<file path="src/rtl/pin_edge_irq.sv">
module pin_edge_irq #(
  parameter int NPIN = 6
) (
  input  logic              clk,
  input  logic              rst_n,
  input  logic [NPIN-1:0]   pin_in,
  input  logic              wr_en,
  input  logic [1:0]        wr_addr,
  input  logic [2*NPIN-1:0] wr_data,
  input  logic [1:0]        rd_addr,
  output logic [2*NPIN-1:0] rd_data,
  output logic              irq_pend
);
  localparam int W = 2 * NPIN;
  localparam logic [1:0] A_ARM  = 2'd0;
  localparam logic [1:0] A_STAT = 2'd1;
  localparam logic [1:0] A_PEND = 2'd2;

  logic [NPIN-1:0] arm_rise, arm_fall;
  logic [NPIN-1:0] sy1, sy2, prev;
  logic [NPIN-1:0] det, held, frz;
  logic            pend;

  logic [NPIN-1:0] edge_ev, xfer, release_m, dbit;
  logic            wr_arm, wr_stat, wr_pend, pcmd_set, pcmd_clr;

  assign wr_arm  = wr_en && (wr_addr == A_ARM);
  assign wr_stat = wr_en && (wr_addr == A_STAT);
  assign wr_pend = wr_en && (wr_addr == A_PEND);
  assign pcmd_set = wr_pend && (wr_data[1:0] == 2'b01);
  assign pcmd_clr = wr_pend && (wr_data[1:0] == 2'b10);

  assign edge_ev   = (sy2 & ~prev & arm_rise) | (~sy2 & prev & arm_fall);
  assign xfer      = det & ~held;
  assign release_m = wr_stat ? wr_data[NPIN-1:0] : '0;
  assign dbit      = (held & frz) | (~held & ~sy2);

  always_ff @(posedge clk or negedge rst_n) begin
    if (!rst_n) begin
      sy1  <= '0;
      sy2  <= '0;
      prev <= '0;
    end else begin
      sy1  <= pin_in;
      sy2  <= sy1;
      prev <= sy2;
    end
  end

  always_ff @(posedge clk or negedge rst_n) begin
    if (!rst_n) begin
      arm_rise <= '0;
      arm_fall <= '0;
    end else if (wr_arm) begin
      arm_rise <= wr_data[NPIN-1:0];
      arm_fall <= wr_data[W-1:NPIN];
    end
  end

  always_ff @(posedge clk or negedge rst_n) begin
    if (!rst_n) begin
      det  <= '0;
      held <= '0;
      frz  <= '0;
      pend <= 1'b0;
    end else begin
      det  <= (det & ~xfer) | edge_ev;
      held <= (held & ~release_m) | xfer;
      frz  <= (frz & ~xfer) | (~sy2 & xfer);
      pend <= (|xfer) | pcmd_set | (pend & ~pcmd_clr);
    end
  end

  always_comb begin
    case (rd_addr)
      A_ARM:   rd_data = {arm_fall, arm_rise};
      A_STAT:  rd_data = {dbit, held};
      A_PEND:  rd_data = {{(W-1){1'b0}}, pend};
      default: rd_data = '0;
    endcase
  end

  assign irq_pend = pend;

  p_pend_on_hold_r2: assert property (@(posedge clk) disable iff (!rst_n)
    (|(held & ~$past(held))) |-> pend);

  p_hw_wins_r9: assert property (@(posedge clk) disable iff (!rst_n)
    $past(|xfer) |-> pend);

  p_pend_clear_r8: assert property (@(posedge clk) disable iff (!rst_n)
    $past(pcmd_clr && !(|xfer)) |-> !pend);

  for (genvar i = 0; i < NPIN; i++) begin : g_chk
    p_release_r7: assert property (@(posedge clk) disable iff (!rst_n)
      (wr_stat && wr_data[i] && held[i]) |=> !held[i]);

    p_frozen_r5: assert property (@(posedge clk) disable iff (!rst_n)
      (held[i] && $past(held[i])) |-> $stable(dbit[i]));

    p_hidden_first_r6: assert property (@(posedge clk) disable iff (!rst_n)
      (held[i] && !$past(held[i])) |-> $past(det[i]));
  end
endmodule

</file>
<file path="config.mk">
export PLATFORM = sky130hd
export DESIGN_NAME = pin_edge_irq
export DESIGN_NICKNAME = d
export VERILOG_FILES = /design/src/rtl/pin_edge_irq.sv
export SDC_FILE = /design/constraint.sdc
export NUM_CORES = 1
export LEC_CHECK = 0
export BUFFER_PORTS_ARGS = -buffer_cell sky130_fd_sc_hd__buf_2
export CAP_MARGIN = 20
export CORE_MARGIN = 2
export CORE_UTILIZATION = 55
export CTS_CLUSTER_DIAMETER = 30
export DETAILED_ROUTE_END_ITERATION = 10
export HOLD_SLACK_MARGIN = 0.06
export PLACE_DENSITY = 0.8
export SLEW_MARGIN = 20
export SYNTH_ARGS = -nofsm -noshare
export SYNTH_HDL_FRONTEND = slang
export SYNTH_SLANG_ARGS = --single-unit
</file>
<file path="constraint.sdc">
create_clock -name clk -period 4.8 [get_ports clk]
set_input_delay 1.44 -clock clk [delete_from_list [all_inputs] [get_ports clk]]
set_output_delay 1.44 -clock clk [all_outputs]
set_load 0.02 [all_outputs]
</file>
* Word-level counts from Yosys, hierarchy flattened
Index checks and enable logic that the tools add are counted.
** Storage, ports and cells
- Flip-flop bits (word level) :: 49
- Latch bits :: 0
- RAM bits :: 0
- Bits in read-only memories :: 0
- Input bits :: 25
- Output and inout bits :: 13
- Logic and storage cells :: 50
- Memories kept :: 0
** Cells by class
- $add $sub $neg :: 0
- Multiply operators :: 0
- Divide/modulo/power cells :: 0
- Magnitude comparators :: 0
- Eq/ne operators :: 6
- Shifts and indexed selects :: 0
- Muxes and demuxes :: 2
- Bitwise logic cells :: 25
- Reduce and logical (&&, ||, !) cells :: 8
** Operators by type and width (count)
- $and A6 B6 Y6 :: 11
- $pmux W12 S3 :: 1
- $not A6 Y6 :: 5
- $or A6 B6 Y6 :: 5
- $eq A2 B1 Y1 const B :: 3
- $eq A2 B2 Y1 const B :: 3
- $mux W6 :: 1
- $reduce_or A6 Y1 :: 1
- $logic_and A1 B1 Y1 :: 5
- $logic_not A2 Y1 :: 2
- $or A1 B1 Y1 :: 2
- $and A1 B1 Y1 :: 1
- $not A1 Y1 :: 1

* Longest topological paths before layout
- Depth in word-level cells :: 6
- Mapped depth :: 4
- Depth with buffers taken out :: 3

* Worst setup path after synthesis
OpenSTA, ideal clock, no wires.
- Path type :: input -> output
- From :: input rd_addr[0]
- To :: output rd_data[10]
- Arrival :: 2.346 ns
- Data required time :: 3.360 ns
- Slack :: 1.014 ns
- Stages on the path :: 3
- Path through :: buf_2 buf_2 a211oi_1
** On the way
- Cells in the longest elaborated chain, start to end :: 2
- Elaborated cells on any way between the ends :: 4
- Classes of those cells :: eq/ne: 2; mux: 1; reduce/logical: 1
** Ends and longest elaborated chain
- from (decl) :: RTL line 10 : input logic [1:0] rd_addr,
- $eq A2 B2 Y1, or another cell as far along :: RTL line 75 : case (rd_addr)
- $pmux W12 S3 * :: RTL line 75
- to (decl) :: RTL line 11 : output logic [2*NPIN-1:0] rd_data,
Every way passes the cells marked *; elsewhere a longest branch is shown, timed or not.

* Worst setup path after layout
- From :: input rd_addr[0]
- To :: output rd_data[9]
Same word-level chain as after synthesis.

==> metrics.txt <==
RSZ-0062 raised after global routing=false; CTS clk-pin slew, worst paths=0.12 ns; clock latency on the worst-skew pair=roughly 0.35 ns; Worst-Margin Slew=between 1 and 1.5 ns; starting density of the core=57.81%; height of the die=about 63 microns; DP Wirelength=~2600 microns; cells after synthesis=166; commonest non-fill, non-tap cell in the layout=dfrtp_1; total number of vias=~1400; CP endpoint kind=primary output; Primary FF master, synth=dfrtp_1; Distinct cells, synth=23; Root Buffer=clkbuf_4; final wirelength=3674 microns; final cycle utilization of the critical path=between 70% and 80%; Post-CTS Hold Fix Bufs=0; n_diodes=0; DR WL/cell=roughly 15 microns; Post-synth EDFFs=0; commonest cells after routing, fill and taps aside=dfrtp_1 (49), buf_2 (36), nor2_1 (23); FMAX=263.3 MHz; Fill cells=~290; met3 Usage GRT=around 5.5%; DR pass1 iterations=4; Switching Power=roughly 0.00025 W; Port Buf Inserts=37; synthesized flop and latch total=approximately 50; RD Place Congestion=0.8164; PwrDens=between 300 and 400 nW/um^2; worst-path maximum fanout=19; status=complete, no violations; first-pass GRT wire length=between 6000 and 7000 microns; internal power=0.0006246 W; min-delay worst type=register to register; vias in the first global route=about 1500; initial antenna violation count=0; Worst Path Required=between 3 and 4 ns; Worst IR Drop VDD=about 0.00026 V; I/O pin cnt=38; Total Neg Setup Slack=0 ns; H-tree depth=2; leakage=1.002 nW; Yosys warning count=0; final instance area=about 2200 sq um; GRT Residual Overflow=0; area grow syn2layout=14.41%; met1 Use GR=approximately 27%; sequential share of the synthesized area=63.06%; Reg2Reg Setup Slack=3.52 ns; Post-CTS Setup Inserts=0; Arr. time, crit path=roughly 2.4 ns; Setup Viol. Count Final=0; share of layout cells above drive strength 1=~28%; CTS Buf Count=5; Iter 0 DRT Violations=28; switching share of power=approximately 29%; CP startpoint kind=primary input; post-layout minimum cycle time=3.799 ns; Comb power frac=around a fifth; Sequential Power Share=60.2%; post-CTS resize count=0; Slew Viols, Final=0; post-route ant nets=0; Final Hold Viols=0; Syn Area/Cell=between 10 and 15 sq um; clk_skew=0.008831 ns; Clock Path Buffers=2; async set-or-reset flop fraction in the synthesized netlist=100.0%; total track usage=approximately a fifth; die area=a little over 4000 sq um; DR vias/cell=between 5 and 6; row count=21; grt met2 use=a little over a third; syn nets=between 150 and 200; CTS tree=yes; Post-Syn Area=1944 sq um; Max-Cap Viols=0; DRC violations left=0; pin count of the biggest net entering global routing=50; clock share of power=a little over a fifth; Crit Path Class=primary input to primary output; core area=3363 sq um; die width=about 63 microns; global route hottest layer=met2; Clock Sinks=49; max_slew headroom=between 20% and 30%; nets=230; Area after DPL=around 2200 sq um
-- power by group through the flow --
stage               registers, W  logic [W]  clock network, W
global route            0.000540   0.000186          0.000212
finish                  0.000529   0.000163          0.000186
CTS                     0.000529   0.000166          0.000193
floorplan               0.000524   0.000113                 0
detailed placement      0.000537   0.000165                 0
global placement        0.000533   0.000156                 0
-- synthesized netlist by cell type (all sizes together), types with 2 or more instances --
master  instances  area (sq um)
a211oi          6         45.04
a21oi           6         30.03
a31oi           6         37.54
buf             4         21.27
dfrtp          49          1226
inv             2         7.510
mux2           12         135.1
mux2i           6         60.06
nand2          18         67.56
nand2b          6         37.54
nand3b          7         52.55
nor2           23         86.33
nor3b           2         15.01
o211ai          5         37.54
o21ai           8         40.04
-- path summary, 6_finish.rpt --
check,from,cells after the start,endpoint
min in group asynchronous,rst_n,1,arm_fall[2]$_DFFE_PN0P_
hold / removal,sy1[5]$_DFF_PN0_,0,sy2[5]$_DFF_PN0_
hold reg to reg,sy1[5]$_DFF_PN0_,0,sy2[5]$_DFF_PN0_
max in group asynchronous,rst_n,1,prev[0]$_DFF_PN0_
setup reg to reg,held[0]$_DFF_PN0_,3,irq_pend$_DFF_PN0_
setup / recovery,rd_addr[0],4,rd_data[9]
-- routing by layer --
layer  part of all wire (%)  routed length, microns  vias to the layer above
met5                      0                       0                        -
met2                     49                    1794                       37
li1                       -                       -                      663
met4                    1.9                      68                        0
met1                     45                    1639                      675
met3                    4.7                     171                        8
-- area by class of cell --
| type | instances | area [sq um] | area share [%] |
|---|---|---|---|
| multi-input combinational | 110 | 690.7 | 31.05 |
| inverter | 2 | 7.507 | 0.3375 |
| timing repair buffer | 37 | 187.7 | 8.436 |
| sequential | 49 | 1226 | 55.12 |
| clock buffer | 7 | 55.05 | 2.475 |
| tap | 46 | 57.56 | 2.587 |
-- worst max-delay path, stage by stage --
cell,delay [ns]
buf_2,0.36
nor2_1,0.10
a211oi_1,0.25
buf_2,0.21
-- metrics by stage --
| step | power, W | hold slack [ns] | cells | util [%] | setup slack [ns] |
|---|---|---|---|---|---|
| after floorplan | 0.0006374 | 0.3312 | 166 | - | 1.014 |
| after global placement | 0.0006890 | 0.3328 | 244 | 64.43 | 1.059 |
| after detailed placement | 0.0007028 | 0.3347 | 244 | 64.43 | 1.012 |
| after CTS | 0.0008878 | 0.3640 | 251 | 66.07 | 0.9944 |
| after global routing | 0.0009377 | 0.3800 | 251 | 66.15 | 0.9153 |
| final | 0.0008783 | 0.3615 | 251 | 66.15 | 1.001 |
-- logic make-up after synthesis --
kind of cell / Yosys count / share of synthesized area (%)
simple gates: 59 / 14.54
flops: 49 / 63.06
compound gates: 33 / 10.68
mux: 18 / 10.04
buf+inv: 7 / 1.673
(Power assumes the default switching activity.)
